==> config.mk <==
export PLATFORM = sky130hd
export DESIGN_NAME = mem_stage_seq
export DESIGN_NICKNAME = d
export VERILOG_FILES = /design/src/rtl/mem_seq_pkg.sv /design/src/rtl/mseq_rom.sv /design/src/rtl/mseq_attr.sv /design/src/rtl/mseq_ctl.sv /design/src/rtl/mem_stage_seq.sv
export SDC_FILE = /design/constraint.sdc
export NUM_CORES = 1
export LEC_CHECK = 0
export CAP_MARGIN = 40
export CORE_MARGIN = 2
export CORE_UTILIZATION = 52
export DETAILED_ROUTE_END_ITERATION = 10
export DONT_BUFFER_PORTS = 1
export PLACE_DENSITY = 0.7
export SLEW_MARGIN = 20
export SYNTH_ARGS = -nofsm -noshare
export SYNTH_HDL_FRONTEND = slang
export SYNTH_SLANG_ARGS = --single-unit
==> constraint.sdc <==
create_clock -name clk -period 1.3 [get_ports clk]
set_clock_uncertainty 0.2 [all_clocks]
set_input_delay 0.39 -clock clk [delete_from_list [all_inputs] [get_ports clk]]
set_output_delay 0.39 -clock clk [all_outputs]
set_load 0.02 [all_outputs]
==> src/rtl/mem_seq_pkg.sv <==
package mem_seq_pkg;

   // One table word: the two controls the sequencer consumes
   typedef struct packed {
      logic store_release;
      logic free_next;
   } rom_word_t;

   // Reference attributes captured at launch
   typedef struct packed {
      logic wr;
      logic io_fetch;
      logic dirty_io;
      logic uses_data;
      logic uses_low;
   } ref_attr_t;

endpackage

==> src/rtl/mseq_rom.sv <==
module mseq_rom
   import mem_seq_pkg::*;
#(
   parameter int STATE_W    = 4,
   parameter int FINAL_STEP = 7,
   parameter int STORE_STEP = 1,
   parameter bit USE_TABLE  = 1'b1
) (
   input  logic [STATE_W:0] idx,
   output rom_word_t        word
);
   localparam int DEPTH = 2 ** (STATE_W + 1);
   localparam int STEPS = 2 ** STATE_W;

   function automatic rom_word_t entry(input int unsigned ix);
      rom_word_t   w;
      int unsigned st;
      logic        rf;
      st = ix % STEPS;
      rf = ((ix / STEPS) % 2) == 1;
      w.free_next     = (st == FINAL_STEP - 1) || (st > FINAL_STEP);
      w.store_release = rf || (st != STORE_STEP);
      return w;
   endfunction

   generate
      if (USE_TABLE) begin : g_table
         rom_word_t tab [DEPTH];
         for (genvar g = 0; g < DEPTH; g++) begin : g_ent
            assign tab[g] = entry(g);
         end
         assign word = tab[idx];
      end else begin : g_decode
         assign word = entry({{(31 - STATE_W){1'b0}}, idx});
      end
   endgenerate

endmodule

==> src/rtl/mseq_attr.sv <==
module mseq_attr
   import mem_seq_pkg::*;
#(
   parameter int SRN_W = 4
) (
   input  logic             clk,
   input  logic             rst,
   input  logic             start,
   input  logic [SRN_W-1:0] srn_in,
   input  ref_attr_t        attr_in,
   output logic [SRN_W-1:0] srn_q,
   output ref_attr_t        attr_q
);
   always_ff @(posedge clk) begin
      if (rst) begin
         srn_q  <= '0;
         attr_q <= '0;
      end else if (start) begin
         srn_q  <= srn_in;
         attr_q <= attr_in;
      end
   end


   capture_hold_chk: assert property (@(posedge clk) disable iff (rst)
      !start |=> (srn_q == $past(srn_q)) && (attr_q == $past(attr_q)));

endmodule

==> src/rtl/mseq_ctl.sv <==
module mseq_ctl
   import mem_seq_pkg::*;
#(
   parameter int STATE_W    = 4,
   parameter int FINAL_STEP = 7,
   parameter int STORE_STEP = 1,
   parameter bit USE_TABLE  = 1'b1
) (
   input  logic               clk,
   input  logic               rst,
   input  logic               start,
   input  logic               refresh_req,
   input  logic               wr_q,
   output logic [STATE_W-1:0] state,
   output logic               free,
   output logic               free_d,
   output logic               idle,
   output logic               store_wait,
   output logic               rfsh
);
   localparam logic [STATE_W-1:0] FINAL_S = STATE_W'(FINAL_STEP);
   localparam logic [STATE_W-1:0] ONE_S   = STATE_W'(1);

   rom_word_t         word;
   logic [STATE_W:0]  idx;
   logic              active;

   assign idx    = {rfsh, state};
   assign idle   = free & ~start;
   assign active = ~idle;

   mseq_rom #(
      .STATE_W   (STATE_W),
      .FINAL_STEP(FINAL_STEP),
      .STORE_STEP(STORE_STEP),
      .USE_TABLE (USE_TABLE)
   ) u_rom (
      .idx (idx),
      .word(word)
   );

   always_ff @(posedge clk) begin
      if (rst) begin
         state      <= '0;
         free       <= 1'b1;
         free_d     <= 1'b1;
         store_wait <= 1'b0;
         rfsh       <= 1'b0;
      end else begin
         free_d <= free;
         if (start) begin
            state <= '0;
            rfsh  <= refresh_req;
         end else if (active) begin
            state <= state + ONE_S;
         end
         if (active) begin
            free       <= word.free_next;
            store_wait <= ~wr_q & ~word.store_release;
         end
      end
   end


   start_clears_chk: assert property (@(posedge clk) disable iff (rst)
      start |=> state == '0);


   idle_hold_chk: assert property (@(posedge clk) disable iff (rst)
      idle |=> state == $past(state));


   free_at_final_chk: assert property (@(posedge clk) disable iff (rst)
      $rose(free) |-> state == FINAL_S);


   store_hold_chk: assert property (@(posedge clk) disable iff (rst)
      idle |=> $stable(store_wait));

endmodule

==> src/rtl/mem_stage_seq.sv <==
module mem_stage_seq
   import mem_seq_pkg::*;
#(
   parameter int SRN_W      = 4,
   parameter int STATE_W    = 4,
   parameter int FINAL_STEP = 7,
   parameter int STORE_STEP = 1,
   parameter bit USE_TABLE  = 1'b1
) (
   input  logic               clk,
   input  logic               rst,
   input  logic               start_mem,
   input  logic [SRN_W-1:0]   map_srn,
   input  logic               map_write,
   input  logic               map_io_fetch,
   input  logic               map_dirty_io,
   input  logic               map_uses_data,
   input  logic               map_uses_low,
   input  logic               refresh_req,
   input  logic               hold_disable,
   output logic               stage_free,
   output logic               stage_idle,
   output logic               store_wait,
   output logic               data_wait,
   output logic               io_wait,
   output logic [STATE_W-1:0] step,
   output logic [SRN_W-1:0]   mem_srn,
   output logic               in_refresh
);
   localparam logic [STATE_W-1:0] FINAL_S = STATE_W'(FINAL_STEP);
   localparam logic [STATE_W-1:0] PREV_S  = STATE_W'(FINAL_STEP - 1);

   generate
      if (FINAL_STEP < 2 || FINAL_STEP >= 2 ** STATE_W) begin : g_bad_final
         $error("FINAL_STEP must lie in 2 .. 2**STATE_W-1");
      end
      if (STORE_STEP < 0 || STORE_STEP >= FINAL_STEP) begin : g_bad_store
         $error("STORE_STEP must lie below FINAL_STEP");
      end
      if (SRN_W < 1) begin : g_bad_srn
         $error("SRN_W must be positive");
      end
   endgenerate

   ref_attr_t attr_in, attr_q;
   logic      free_d;

   assign attr_in = '{wr:        map_write,
                      io_fetch:  map_io_fetch,
                      dirty_io:  map_dirty_io,
                      uses_data: map_uses_data,
                      uses_low:  map_uses_low};

   mseq_attr #(.SRN_W(SRN_W)) u_attr (
      .clk    (clk),
      .rst    (rst),
      .start  (start_mem),
      .srn_in (map_srn),
      .attr_in(attr_in),
      .srn_q  (mem_srn),
      .attr_q (attr_q)
   );

   mseq_ctl #(
      .STATE_W   (STATE_W),
      .FINAL_STEP(FINAL_STEP),
      .STORE_STEP(STORE_STEP),
      .USE_TABLE (USE_TABLE)
   ) u_ctl (
      .clk        (clk),
      .rst        (rst),
      .start      (start_mem),
      .refresh_req(refresh_req),
      .wr_q       (attr_q.wr),
      .state      (step),
      .free       (stage_free),
      .free_d     (free_d),
      .idle       (stage_idle),
      .store_wait (store_wait),
      .rfsh       (in_refresh)
   );

   logic dw_last, dw_prev;
   assign dw_last   = (step == FINAL_S) & ~free_d & ~attr_q.uses_low;
   assign dw_prev   = (step == PREV_S) & attr_q.uses_data & ~hold_disable;
   assign data_wait = dw_last | dw_prev;
   assign io_wait   = (step == PREV_S) & attr_q.dirty_io;


   io_wait_step_chk: assert property (@(posedge clk) disable iff (rst)
      io_wait |-> (step == PREV_S) && !stage_free);


   data_wait_step_chk: assert property (@(posedge clk) disable iff (rst)
      data_wait |-> (step == PREV_S) || (step == FINAL_S));


   data_wait_once_chk: assert property (@(posedge clk) disable iff (rst)
      (step == FINAL_S && stage_idle) |=> !dw_last);

endmodule

==> results.txt <==
Number of design rule violations left after detail routing -> 0
Kind of start point of the critical path -> register
Overall track demand over capacity in global routing -> 20.2%
Number of buffers between clock root and the deepest sink -> 2
Reg2reg start -> u_ctl.free$_SDFFE_PP1N_
Top cells by area, synth -> dfxtp_1 47%, mux2i_1 13%, nor2_1 6.6%
Most used standard cell by instance count after synthesis -> dfxtp_1
Via Count -> 489
Count of max-cap constraint violations -> 0
Power density relative to cell area -> 1070 nW/µm²
Wirelength, routed -> 1.44 mm
Post-synth net total -> 84
Via count of the first global-routing pass -> 432
Layout cell share with drive strength beyond 1 -> 43.6%
First-pass GRT wire length -> 1.99 mm
Arrival time worst endpoint -> 1180 ps
Area growth from synthesis to layout -> 33.1%
Cell count of the worst reg-to-reg path -> 5
R2R Setup Slk -> -20 ps
CP max FO -> 3
Vias per inst -> 5.26
Worst-case hold slack -> 46.3 ps
Category of the critical setup timing path -> register to primary output
Count of boundary I/O pins -> 28
Number of hold violations in the final report -> 0
Total power consumption of the routed design -> 968 µW
Average wire per standard cell -> 15.5 µm
Floorplan die height -> 40.2 µm
Setup repair after global routing missed its margin -> yes
Core region area -> 1270 µm²
Insertion delay to the later sink of the worst-skew pair -> 290 ps
First-pass iteration count of the detailed router -> 1
Detailed Route Iter0 Violations -> 0
Antenna Nets Post-Route -> 0
Worst IR Drop VDD -> 0.553 mV
Count of buffers inserted at the top-level ports -> 0
Violations in the final reports -> negative setup slack
Flop and latch count out of synthesis -> 16
Worst-case setup margin in the final layout -> -466 ps
Nets@finish -> 96
Antenna diode count -> 0
Grt total ovfl -> 0
Most numerous cell types in the synthesized netlist -> 16 x dfxtp_1, 12 x nor2_1, 9 x mux2i_1
Number of enable flip-flop cells after synthesis -> 0
Min-delay src -> map_srn[3]
Area share of the largest cell type after synthesis -> 47.1%
Number of cells on the worst hold path -> 2
Synth Flop Type -> dfxtp_1
Endpoint class of the critical path -> primary output
CTS H-tree depth -> 1
Area of the mapped netlist -> 681 µm²
Sequential share of the synthesized area -> 47.1%
Worst Hold Endpoint -> u_attr.srn_q[3]$_SDFFE_PP0P_
Cells after synthesis -> 67
Initial antenna violation count -> 0
TritonCTS Buffers -> 3
Die area -> 1610 µm²
Starting utilization of the core area -> 53.6%
Yosys cell types -> 22
Clock transition at the registers of the reported paths -> 100 ps
Asr flop ratio synth -> 0%
Die Wd -> 40.2 µm
Result of the run -> finished, violations left
Routability congestion estimate -> 0.697
Yosys warnings -> 0
Min-Delay Path Class -> input port to register
Total clock sinks -> 16
Post-synthesis average cell area -> 10.2 µm²
FP Rows -> 13
Post-layout min period -> 1770 ps
Max Clock Freq -> 566 MHz
Maximum number of pins on one net before global-route repair -> 17
End of the worst register-to-register path -> u_ctl.state[3]$_SDFFE_PP0N_
Final Cycle Share -> 136%
Required time worst endpoint -> 710 ps
Count of pins over their slew limit -> 0
Slew margin rel. -> 60.5%
Final setup violating endpoints -> 9
Core utilization of the finished layout -> 71.4%
Placed wire-length estimate after detailed placement -> 873 µm
Worst-margin pin slew -> 591 ps
CTS tree -> yes
Cell at the root of the clock tree -> clkbuf_4
Pleak -> 0.000373 µW
Area leader, netlist -> dfxtp_1
logic make-up (layout without fill, tap and decap cells):
group                      count (synthesis)  count (layout)  share of synthesized area, %
and+or+nand+nor                           27              27                          21.9
DFF                                       16              16                          47.1
muxes                                      9               9                          13.2
buffers and inverters                      5              16                          4.60
AOI/OAI and AO/OA                          4               4                          3.86
adders and majority gates                  3               3                          5.52
xor gates and xnor gates                   3               3                          3.86
cells in the final DEF, fill, tap and decap left out:
cell type | netlist | layout
nand4b_1 | 1 | 1
inv_2 | 0 | 2
or2_2 | 1 | 1
mux2i_1 | 9 | 9
nand3b_1 | 1 | 1
a21oi_4 | 0 | 1
buf_4 | 1 | 3
clkbuf_8 | 0 | 1
nor2_1 | 12 | 11
nand4bb_1 | 1 | 1
ha_1 | 3 | 1
nand2_1 | 3 | 3
xor2_1 | 2 | 2
buf_12 | 0 | 1
dfxtp_2 | 0 | 5
nor3_2 | 1 | 1
and2b_2 | 1 | 1
dfxtp_1 | 16 | 5
clkbuf_4 | 0 | 3
dlymetal6s2s_1 | 0 | 1
a21oi_1 | 3 | 2
buf_6 | 1 | 3
xnor2_1 | 1 | 1
nor3_1 | 4 | 4
nor2b_4 | 1 | 1
nand2b_4 | 0 | 1
dlygate4sd3_1 | 0 | 1
a2111o_1 | 1 | 1
buf_8 | 0 | 1
nor2_4 | 0 | 1
ha_4 | 0 | 2
dfxtp_4 | 0 | 6
power breakdown:
| group | total [µW] | switching [µW] | internal (µW) |
|---|---|---|---|
| clock | 333 | 162 | 171 |
| sequential | 533 | 25.1 | 507 |
| combinational | 102 | 47.3 | 55.0 |
layer usage:
metal | GRT usage [%] | part of all wire, %
met5 | 0 | 0
met4 | 10.0 | 2.0
met3 | 5.00 | 5.5
met2 | 32.3 | 49
met1 | 25.1 | 43
how the worst max path moves through the flow:
stage / slack [ps] / endpoint / depth (start not counted) / start
finish: -470 / data_wait / 4 / u_ctl.state[0]$_SDFFE_PP0N_
floorplan: -150 / data_wait / 4 / u_ctl.state[0]$_SDFFE_PP0N_
detailed placement: -140 / data_wait / 4 / u_ctl.state[0]$_SDFFE_PP0N_
CTS: -470 / data_wait / 4 / u_ctl.state[0]$_SDFFE_PP0N_
global placement: -130 / data_wait / 4 / u_ctl.state[0]$_SDFFE_PP0N_
global route: -510 / data_wait / 4 / u_ctl.state[0]$_SDFFE_PP0N_
state kept, by name (all words and copies together) (netlist names):
name,cells
u_attr.srn_q,4
u_ctl.store_wait,1
u_attr.attr_q,4
u_ctl.free_d,1
u_ctl.rfsh,1
u_ctl.state,4
u_ctl.free,1
critical path: stages (launching register included):
cell and delay, ps:
dfxtp_4 360, inv_2 60, ha_4 130, nand3b_1 120, a21oi_4 220
what timing repair did:
| item | 4_1_cts | 5_1_grt |
|---|---|---|
| buffers inserted | 3 | 0 |
| endpoints found under the hold margin | 16 | 0 |
| pin swaps | 0 | 2 |
| hold buffers | 2 | 0 |
| gates resized for setup | 12 | 9 |
| cloned | 0 | 0 |
| setup endpoints to repair | 14 | 27 |
metrics by stage:
stage	std cells	instance area, µm²	TNS [ps]	setup slack, ps
2_1_floorplan	67	733	-211	-155
5_1_grt	93	906	-2070	-510
3_5_place_dp	84	774	-179	-142
3_3_place_gp	84	774	-168	-131
6_report	93	906	-1670	-466
4_1_cts	93	880	-4520	-473
layout make-up:
class | instances | area (µm²)
well taps | 15 | 18.8
multi-input cells | 46 | 380
flip-flops and latches | 16 | 349
repair buffers | 10 | 114
fillers | 94 | 363
clock buffers | 4 | 36.3
inverters | 2 | 7.51
Note: power is estimated with default switching activity, not from simulation.
